$ cat src/rtl/pwr_mode_pkg.sv
package pwr_mode_pkg;

  localparam int REG_W = 8;

  localparam int BIT_DBL = 7;
  localparam int BIT_SER = 6;
  localparam int BIT_FLB = 3;
  localparam int BIT_FLA = 2;
  localparam int BIT_PD  = 1;
  localparam int BIT_IDL = 0;

  localparam logic [REG_W-1:0] WR_MASK =
    (REG_W'(1) << BIT_DBL) | (REG_W'(1) << BIT_SER) |
    (REG_W'(1) << BIT_FLB) | (REG_W'(1) << BIT_FLA) |
    (REG_W'(1) << BIT_PD)  | (REG_W'(1) << BIT_IDL);

  localparam logic [REG_W-1:0] PD_MASK  = REG_W'(1) << BIT_PD;
  localparam logic [REG_W-1:0] IDL_MASK = REG_W'(1) << BIT_IDL;

  typedef enum logic [1:0] {
    MODE_RUN   = 2'd0,
    MODE_IDLE  = 2'd1,
    MODE_PDOWN = 2'd2
  } pwr_mode_e;

endpackage

$ cat src/rtl/pwr_rst_sync.sv
module pwr_rst_sync #(
  parameter int STAGES = 2
) (
  input  logic clk,
  input  logic rst_n_in,
  output logic rst_n_out
);

  logic [STAGES-1:0] sync_q;
  logic [STAGES-1:0] sync_d;

  always_comb begin
    sync_d = {sync_q[STAGES-2:0], 1'b1};
  end

  always_ff @(posedge clk or negedge rst_n_in) begin
    if (!rst_n_in) begin
      sync_q <= '0;
    end else begin
      sync_q <= sync_d;
    end
  end

  assign rst_n_out = sync_q[STAGES-1];

endmodule

$ cat src/rtl/pwr_ctl_reg.sv
module pwr_ctl_reg
  import pwr_mode_pkg::*;
(
  input  logic             clk,
  input  logic             rst_n,
  input  logic             wr_en,
  input  logic [REG_W-1:0] wr_data,
  input  logic             wdt_running,
  input  logic             wake_irq,
  input  logic             wake_ext,
  output logic [REG_W-1:0] ctl_q,
  output logic             pd_bit,
  output logic             idl_bit,
  output logic             ser_off
);

  logic [REG_W-1:0] ctl_d;
  logic [REG_W-1:0] wr_masked;
  logic [REG_W-1:0] wake_clr;

  // Power-down request is dropped while the watchdog runs; other bits pass.
  always_comb begin
    wr_masked = wr_data & WR_MASK;
    if (wdt_running) begin
      wr_masked = wr_masked & ~PD_MASK;
    end
  end

  // Wake sources clear mode bits and override a same-cycle write.
  always_comb begin
    wake_clr = '0;
    if (wake_irq) begin
      wake_clr = wake_clr | IDL_MASK;
    end
    if (wake_ext) begin
      wake_clr = wake_clr | IDL_MASK | PD_MASK;
    end
  end

  always_comb begin
    ctl_d = ctl_q;
    if (wr_en) begin
      ctl_d = wr_masked;
    end
    ctl_d = ctl_d & ~wake_clr;
  end

  always_ff @(posedge clk or negedge rst_n) begin
    if (!rst_n) begin
      ctl_q <= '0;
    end else begin
      ctl_q <= ctl_d;
    end
  end

  assign pd_bit  = ctl_q[BIT_PD];
  assign idl_bit = ctl_q[BIT_IDL];
  assign ser_off = ctl_q[BIT_SER];

  p_pd_lock_r4: assert property (@(posedge clk) disable iff (!rst_n)
    (wr_en && wdt_running) |=> !pd_bit);

  p_irq_wake_idle_r10: assert property (@(posedge clk) disable iff (!rst_n)
    wake_irq |=> !idl_bit);

  p_irq_keeps_pd_r10: assert property (@(posedge clk) disable iff (!rst_n)
    (wake_irq && !wake_ext && !wr_en) |=> (pd_bit == $past(pd_bit)));

  p_ext_wake_r11: assert property (@(posedge clk) disable iff (!rst_n)
    wake_ext |=> (!pd_bit && !idl_bit));

endmodule

$ cat src/rtl/pwr_mode_dec.sv
module pwr_mode_dec
  import pwr_mode_pkg::*;
(
  input  logic      pd_bit,
  input  logic      idl_bit,
  output pwr_mode_e mode
);

  // Power-down outranks idle when both bits are stored.
  always_comb begin
    if (pd_bit) begin
      mode = MODE_PDOWN;
    end else if (idl_bit) begin
      mode = MODE_IDLE;
    end else begin
      mode = MODE_RUN;
    end
  end

endmodule

$ cat src/rtl/pwr_clk_en.sv
module pwr_clk_en
  import pwr_mode_pkg::*;
#(
  parameter int NUM_TMR = 2
) (
  input  pwr_mode_e          mode,
  input  logic               ser_off,
  input  logic [NUM_TMR-1:0] tmr_run,
  output logic               core_ce,
  output logic               serial_ce,
  output logic [NUM_TMR-1:0] tmr_ce
);

  logic periph_on;

  always_comb begin
    periph_on = (mode != MODE_PDOWN);
    core_ce   = (mode == MODE_RUN);
    serial_ce = periph_on && !ser_off;
  end

  for (genvar i = 0; i < NUM_TMR; i++) begin : g_tmr
    always_comb begin
      tmr_ce[i] = periph_on && tmr_run[i];
    end
  end

endmodule

$ cat src/rtl/pwr_mode_ctrl.sv
module pwr_mode_ctrl
  import pwr_mode_pkg::*;
#(
  parameter int NUM_TMR   = 2,
  parameter int RST_STAGE = 2
) (
  input  logic               clk,
  input  logic               rst_n,
  input  logic               wr_en,
  input  logic [7:0]         wr_data,
  input  logic               wdt_running,
  input  logic               wake_irq,
  input  logic               wake_ext,
  input  logic [NUM_TMR-1:0] tmr_run,
  output logic [7:0]         rd_data,
  output logic               dbl_rate,
  output logic               core_ce,
  output logic               serial_ce,
  output logic [NUM_TMR-1:0] tmr_ce
);

  logic             rst_sync_n;
  logic [REG_W-1:0] ctl_q;
  logic             pd_bit;
  logic             idl_bit;
  logic             ser_off;
  pwr_mode_e        mode;

  pwr_rst_sync #(.STAGES(RST_STAGE)) u_rst (
    .clk       (clk),
    .rst_n_in  (rst_n),
    .rst_n_out (rst_sync_n)
  );

  pwr_ctl_reg u_reg (
    .clk         (clk),
    .rst_n       (rst_sync_n),
    .wr_en       (wr_en),
    .wr_data     (wr_data),
    .wdt_running (wdt_running),
    .wake_irq    (wake_irq),
    .wake_ext    (wake_ext),
    .ctl_q       (ctl_q),
    .pd_bit      (pd_bit),
    .idl_bit     (idl_bit),
    .ser_off     (ser_off)
  );

  pwr_mode_dec u_dec (
    .pd_bit  (pd_bit),
    .idl_bit (idl_bit),
    .mode    (mode)
  );

  pwr_clk_en #(.NUM_TMR(NUM_TMR)) u_ce (
    .mode      (mode),
    .ser_off   (ser_off),
    .tmr_run   (tmr_run),
    .core_ce   (core_ce),
    .serial_ce (serial_ce),
    .tmr_ce    (tmr_ce)
  );

  assign rd_data  = ctl_q;
  assign dbl_rate = ctl_q[BIT_DBL];

  p_pd_all_off_r5: assert property (@(posedge clk) disable iff (!rst_n)
    rd_data[BIT_PD] |-> (!core_ce && !serial_ce && (tmr_ce == '0)));

  p_idle_core_off_r6: assert property (@(posedge clk) disable iff (!rst_n)
    rd_data[BIT_IDL] |-> !core_ce);

  p_pd_over_idle_r7: assert property (@(posedge clk) disable iff (!rst_n)
    (rd_data[BIT_PD] && rd_data[BIT_IDL]) |-> !serial_ce);

  p_ser_sleep_r8: assert property (@(posedge clk) disable iff (!rst_n)
    rd_data[BIT_SER] |-> !serial_ce);

  p_tmr_follow_r9: assert property (@(posedge clk) disable iff (!rst_n)
    !rd_data[BIT_PD] |-> (tmr_ce == tmr_run));

endmodule

$ cat config.mk
export PLATFORM = sky130hd
export DESIGN_NAME = pwr_mode_ctrl
export DESIGN_NICKNAME = d
export VERILOG_FILES = /design/src/rtl/pwr_mode_pkg.sv /design/src/rtl/pwr_rst_sync.sv /design/src/rtl/pwr_ctl_reg.sv /design/src/rtl/pwr_mode_dec.sv /design/src/rtl/pwr_clk_en.sv /design/src/rtl/pwr_mode_ctrl.sv
export SDC_FILE = /design/constraint.sdc
export NUM_CORES = 1
export LEC_CHECK = 0
export BUFFER_PORTS_ARGS = -buffer_cell sky130_fd_sc_hd__buf_2
export CAP_MARGIN = 15
export CORE_AREA = 2 2 39 41
export DETAILED_ROUTE_END_ITERATION = 7
export DIE_AREA = 0 0 41 43
export GPL_TIMING_DRIVEN = 0
export SLEW_MARGIN = 20
export SYNTH_ARGS = -nofsm -noshare
export SYNTH_HDL_FRONTEND = slang
export SYNTH_SLANG_ARGS = --single-unit
$ cat constraint.sdc
create_clock -name clk -period 1.3 [get_ports clk]
set_clock_uncertainty 0.05 [all_clocks]
set_input_delay 0.13 -clock clk [delete_from_list [all_inputs] [get_ports clk]]
set_output_delay 0.13 -clock clk [all_outputs]
set_load 0.01 [all_outputs]
Word-level counts from Yosys, hierarchy flattened
Index checks and enable logic that the tools add are counted.
- register bits: 10
- input bits: 16
- word-level logic and storage cells: 16
- eq/ne operators: 1
- muxes and demuxes: 6
- bitwise logic cells: 2
- reduce and logical (&&, ||, !) cells: 5
- operators with widths (cell ; count):
    $and A8 B8 Y8 ; 1
    $mux W8 ; 1
    $not A8 Y8 ; 1
    $mux W2 ; 3
    $logic_and A1 B1 Y1 ; 3
    $logic_not A2 Y1 ; 1
    $mux W1 ; 2
    $ne A2 B2 Y1 const B ; 1
    $logic_not A1 Y1 ; 1

Logic depth before layout (Yosys ltp)
Gate-level depths: netlist of run 1.
- depth in word-level cells: 4
- depth in mapped cells: 3
- gate-level depth less buffers: 2

Modules after synthesis
From an unflattened synthesis of run 1, not the netlist that was laid out.
- cell total of the unflattened synthesis: 33
- area, all modules: 430.4 um2
- modules (own cells, without submodules) (module ; instances ; cells each ; area an instance (um2) ; sequential area each (um2)):
    pwr_ctl_reg ; 1 ; 22 ; 301.5 ; 150.1
    pwr_rst_sync ; 1 ; 3 ; 53.8 ; 50.0
    pwr_clk_en ; 1 ; 5 ; 46.3 ; 0.0
    pwr_mode_dec ; 1 ; 2 ; 21.3 ; 0.0
    pwr_mode_ctrl ; 1 ; 1 ; 7.5 ; 0.0

Worst setup path before layout of run 1
No wires, ideal clock.
- kind: register -> register
- start: reg u_reg.ctl_q[7]
- end: reg u_reg.ctl_q[7]
- library setup time: 0.125 ns
- data arrival time: 0.667 ns
- data required time: 1.125 ns
- path slack: 0.458 ns
- stages on the path, launching flop included: 2
- buffers on the path: 0
- clock period less this slack: 0.842 ns
- cell sequence: dfrtp_1 > mux2_4
- longest elaborated chain between the ends: 2
- ends and longest elaborated chain (element ; RTL line ; RTL):
    start, declared ; pwr_ctl_reg.sv:11 ; output logic [REG_W-1:0] ctl_q,
    start signal, assigned ; pwr_ctl_reg.sv:52 ; ctl_q <= ctl_d;
    $mux W8 ; pwr_ctl_reg.sv:42 ; if (wr_en) begin
    $and A8 B8 Y8 ; pwr_ctl_reg.sv:45 ; ctl_d = ctl_d & ~wake_clr;
No other way between the ends.

Final worst setup path of run 1
- start: reg u_reg.ctl_q[1]
- end: out rd_data[1]
- RTL lines (element ; RTL line ; RTL):
    end, declared ; pwr_mode_ctrl.sv:15 ; output logic [7:0] rd_data,
No word-level cell between the ends.

==> impl_metrics.json, run 1 <==
{
  "reg2reg_depth": 1,
  "postCtsSetupBuffers": 0,
  "ios": 29,
  "synthMuxAreaShare_pct": 18.3,
  "die_x_microns": 41,
  "vias": 302,
  "firstDrtPassIters": 2,
  "rows": 14,
  "yosysWarnings": 0,
  "setup_viol": 0,
  "antenna_cells": 0,
  "ir_drop_v": 0.000412,
  "antenna_found_initial": 0,
  "p_total_mw": 0.581,
  "gp_congestion": 0.573,
  "die_area_sq_um": 1760,
  "cp-start-kind": "flip-flop",
  "die_height_microns": 43,
  "drc": 0,
  "drtAntennaViolNets": 0,
  "clk_pin_slew_worst_paths_ps": 50,
  "pwr_density_cell_nw_per_um2": 1010,
  "hold_buffers": 2,
  "yosysSeqAreaShare_pct": 52.3,
  "tritoncts": "done",
  "hold_viol": 0,
  "drtIter0Drc": 1,
  "rsz0062_at_grt": "false",
  "timing.final.crit_share_pct": 86.6,
  "grt_pass1_vias": 252,
  "syn-cell-area_sq_um": 383,
  "grt_usage_pct": 8.22,
  "drive_above_1_share_pct": 63.3,
  "slowest_stage": "dfrtp_1",
  "synthDistinctLibCells": 12,
  "cap_violations": 0,
  "synthCells": 30,
  "rrSetupSlack_ps": 480,
  "grt_max_degree": 8,
  "gr-total-overflow": 0,
  "syn_avg_cell_area_sq_um": 12.8,
  "min_period_ps": 1130,
  "grt_pass1_wl_microns": 910,
  "vias_per_cell": 3.97,
  "wl_per_cell_microns": 8.91,
  "postRouteWirelength_microns": 677,
  "synth_top_family_by_area": "multiplexers",
  "synthToLayoutAreaGrowth_pct": 50.0,
  "fillers": 135,
  "core_sq_um": 1380,
  "status": "finished clean",
  "layout_setup_ws_ps": 174,
  "fin_nets": 78,
  "synth-adder-area-share_pct": 0,
  "ys_ff_latch": 8,
  "ctsLongestPathBuffers": 2,
  "final_cell_mix": "23 x buf_2, 8 x dfrtp_1, 6 x buf_4, 4 x mux2_4",
  "cts_resized": 0,
  "cts_root_buffer": "clkbuf_4",
  "required_ps": 1120,
  "fin_tns_setup_ps": 0,
  "insertion_delay_ps": 240,
  "synth_xor_area_share_pct": 0,
  "crit_type": "flip-flop to output port",
  "holdWs_ps": 45.7,
  "dp_hpwl_microns": 531,
  "slew_violations": 0,
  "hp-class": "flip-flop to asynchronous set/reset pin",
  "fmax_ghz": 0.888,
  "final_common_cell": "buf_2",
  "max_stage_delay_ps": 430,
  "crit_chain": "buf_4 > buf_2",
  "htree_levels": 1,
  "p_leak_nw": 0.316,
  "end_kind": "output port",
  "dpl.cell_count": 70,
  "port_buffers": 23,
  "clock-sinks": 8,
  "start_util_pct": 27.7,
  "cts_made_buffers": 3,
  "synthSimpleGateAreaFrac_pct": 11.4,
  "critPathMaxFanout": 6,
  "cp.arrival_ps": 950,
  "fin_cells": 76,
  "synth-compound-area-share_pct": 1.31,
  "dp_slack_ps": 427
}
-- layer usage --
layer  share of wire (%)  track usage, %  up-vias
met5                   0               0        -
met3                  15            3.14        0
li1                    -               -      149
met4                   0            6.00        0
met1                  39            7.31      131
met2                  46            13.8       22
-- layout make-up --
type                    count  area [sq um]  area share (%)
plain buffers               7          56.3            9.80
clock buffers               3          22.5            3.92
multi-input cells          16           130            22.7
flip-flops and latches      8           200            34.9
well taps                  16          20.0            3.49
repair buffers             26           145            25.3
-- critical path, delay by kind of cell (launching register included) --
family / cells / cell delay (ps)
flip-flops: 1 / 430
buffers and inverters: 2 / 280
-- per-stage QoR --
step / instance area (sq um) / util (%)
6_report: 574 / 41.5
5_1_grt: 574 / 41.5
4_1_cts: 564 / 40.8
3_5_place_dp: 522 / 37.7
3_3_place_gp: 522 / 37.7
2_1_floorplan: 387 / -
-- synth_stat cells --
cell type | n | area [sq um]
nand2b_1 | 1 | 6.26
dfrtp_1 | 8 | 200
nor3_2 | 1 | 10.0
nor2b_1 | 2 | 12.5
mux2i_1 | 1 | 10.0
mux2_4 | 4 | 60.1
buf_4 | 6 | 45.0
nor2_1 | 2 | 7.51
a21oi_1 | 1 | 5.00
buf_6 | 1 | 11.3
conb_1 | 2 | 7.51
nand3b_1 | 1 | 7.51
-- sequential cells by signal, indices dropped and copies added, names as in the netlist --
register and cells:
u_reg.ctl_q 6, u_rst.sync_q 2
-- kinds of logic (layout without fill, tap and decap cells) --
logic type             Yosys count  count (layout)
DFF                              8               8
other                            2               3
and+or+nand+nor                  7               7
buffers and inverters            7              36
muxes                            5               5
AOI/OAI and AO/OA                1               1
-- worst paths after layout --
check	end	startpoint
max	rd_data[1]	u_reg.ctl_q[1]
min	u_reg.ctl_q[0]	u_rst.sync_q[1]
max reg2reg	u_reg.ctl_q[6]	u_reg.ctl_q[6]
min reg2reg	u_reg.ctl_q[0]	u_rst.sync_q[1]
max in group asynchronous	u_reg.ctl_q[6]	u_rst.sync_q[1]
min in group clk	u_reg.ctl_q[2]	wr_data[2]
-- power breakdown --
part	switching (mW)	internal [mW]
Combinational	0.0469	0.0773
Clock	0.0711	0.105
Sequential	0.0136	0.267
Total	0.132	0.449
Note: power is estimated with default switching activity, not from simulation.
==> inputs of run 2 (changes only) <==
--- a/config.mk
+++ b/config.mk
@@ -11,6 +11,7 @@
 export DETAILED_ROUTE_END_ITERATION = 7
 export DIE_AREA = 0 0 41 43
 export GPL_TIMING_DRIVEN = 0
+export REMOVE_ABC_BUFFERS = 1
 export SLEW_MARGIN = 20
 export SYNTH_ARGS = -nofsm -noshare
 export SYNTH_HDL_FRONTEND = slang
==> run 2 against run 1 <==
Against the previous run: final cell count is 9.2% lower; clock power hardly changed; cell area is 11% lower; critical path depth stayed put; global-route usage is 0.69 points lower; fmax is 2.7% higher; sequential share of layout area is 4.2 points higher; wire length is 2.4% lower; largest power group unchanged.
==> impl_metrics.json, run 2 (synthesis results as in run 1) <==
{
  "port_buffers": 24,
  "fin_tns_setup_ps": 0,
  "fin_cells": 69,
  "die_area_sq_um": 1760,
  "core_sq_um": 1380,
  "postCtsSetupBuffers": 0,
  "gr-total-overflow": 0,
  "antenna_found_initial": 0,
  "vias": 278,
  "layout_setup_ws_ps": 203,
  "clk_pin_slew_worst_paths_ps": 50,
  "rrSetupSlack_ps": 480,
  "grt_max_degree": 8,
  "gp_congestion": 0.677,
  "p_total_mw": 0.560,
  "dp_hpwl_microns": 511,
  "largest_reg_flops": 6,
  "ir_drop_v": 0.000439,
  "crit_type": "flip-flop to output port",
  "reg_top3": "u_reg.ctl_q (6), u_rst.sync_q (2)",
  "timing.rr.start": "u_reg.ctl_q[6]",
  "antenna_cells": 0,
  "holdWs_ps": 17.4,
  "hold_buffers": 2,
  "grt_usage_pct": 7.53,
  "reg2reg_depth": 1,
  "drive_above_1_share_pct": 60.4,
  "insertion_delay_ps": 240,
  "crit_chain": "nor2b_1 > buf_2",
  "drc": 0,
  "cp-start-kind": "flip-flop",
  "grt_pass1_vias": 226,
  "clock-sinks": 8,
  "rsz0062_at_grt": "false",
  "cts_resized": 0,
  "pwr_density_cell_nw_per_um2": 1090,
  "hold_viol": 0,
  "synthToLayoutAreaGrowth_pct": 34.0,
  "vias_per_cell": 4.03,
  "max_stage_delay_ps": 420,
  "die_x_microns": 41,
  "min_from": "wake_ext",
  "rows": 14,
  "drtIter0Drc": 0,
  "status": "finished clean",
  "cp_top_family": "flip-flops",
  "hold_end": "u_reg.ctl_q[0]",
  "worstHoldPathCells": 2,
  "dpl.cell_count": 64,
  "fmax_ghz": 0.912,
  "slew_violations": 0,
  "rr_endpoint": "u_reg.ctl_q[6]",
  "hp-class": "input pin to flip-flop",
  "cap_violations": 0,
  "critPathMaxFanout": 6,
  "wl_per_cell_microns": 9.58,
  "end_kind": "output port",
  "final_common_cell": "buf_2",
  "postRouteWirelength_microns": 661,
  "final_cell_mix": "24 x buf_2, 8 x dfrtp_1, 4 x mux2_4, 3 x conb_1, 3 x clkbuf_4",
  "required_ps": 1120,
  "p_leak_nw": 0.279,
  "fin_nets": 71,
  "min_period_ps": 1100,
  "firstDrtPassIters": 1,
  "dp_slack_ps": 445,
  "tritoncts": "done",
  "slowest_stage": "dfrtp_1",
  "timing.final.crit_share_pct": 84.4,
  "regMostFlops": "u_reg.ctl_q",
  "setup_viol": 0,
  "ctsLongestPathBuffers": 2,
  "die_height_microns": 43,
  "start_util_pct": 27.7,
  "cp.arrival_ps": 920,
  "drtAntennaViolNets": 0,
  "grt_pass1_wl_microns": 841,
  "ios": 29,
  "cts_root_buffer": "clkbuf_4",
  "htree_levels": 1,
  "critPathBufInv": 1,
  "cts_made_buffers": 3
}
-- run 2: how the worst max path moves through the flow --
stage              startpoint        endpoint  depth (start not counted)
2_1_floorplan  u_reg.ctl_q[7]  u_reg.ctl_q[7]                          1
3_3_place_gp   u_reg.ctl_q[1]       tmr_ce[1]                          2
6_report       u_reg.ctl_q[1]       tmr_ce[1]                          2
4_1_cts        u_reg.ctl_q[1]       tmr_ce[1]                          2
5_1_grt        u_reg.ctl_q[1]       tmr_ce[0]                          2
3_5_place_dp   u_reg.ctl_q[1]       tmr_ce[1]                          2
-- run 2: final cells by class --
class                   count  area (sq um)
fillers                   145           871
flip-flops and latches      8           200
repair buffers             26           140
multi-input cells          16           130
clock buffers               3          22.5
well taps                  16          20.0
-- run 2: report_power, final --
part | switching [mW] | internal (mW) | total, mW
combinational | 0.0447 | 0.0600 | 0.105
clock | 0.0698 | 0.105 | 0.174
sequential | 0.0137 | 0.267 | 0.281
-- run 2: metal layers --
metal  global-route usage, %  vias up  share of wire (%)
met1                    8.72      117                 44
met4                    6.00        0                  0
li1                        -      134                  -
met5                       0        -                  0
met3                    1.57        0                 18
met2                    11.3       27                 38
-- run 2: through the flow --
| step | util [%] | instance area [sq um] |
|---|---|---|
| after global placement | 34.0 | 470 |
| after floorplan | - | 330 |
| after global routing | 37.1 | 513 |
| after detailed placement | 34.0 | 470 |
| after CTS | 37.1 | 513 |
| final | 37.1 | 513 |
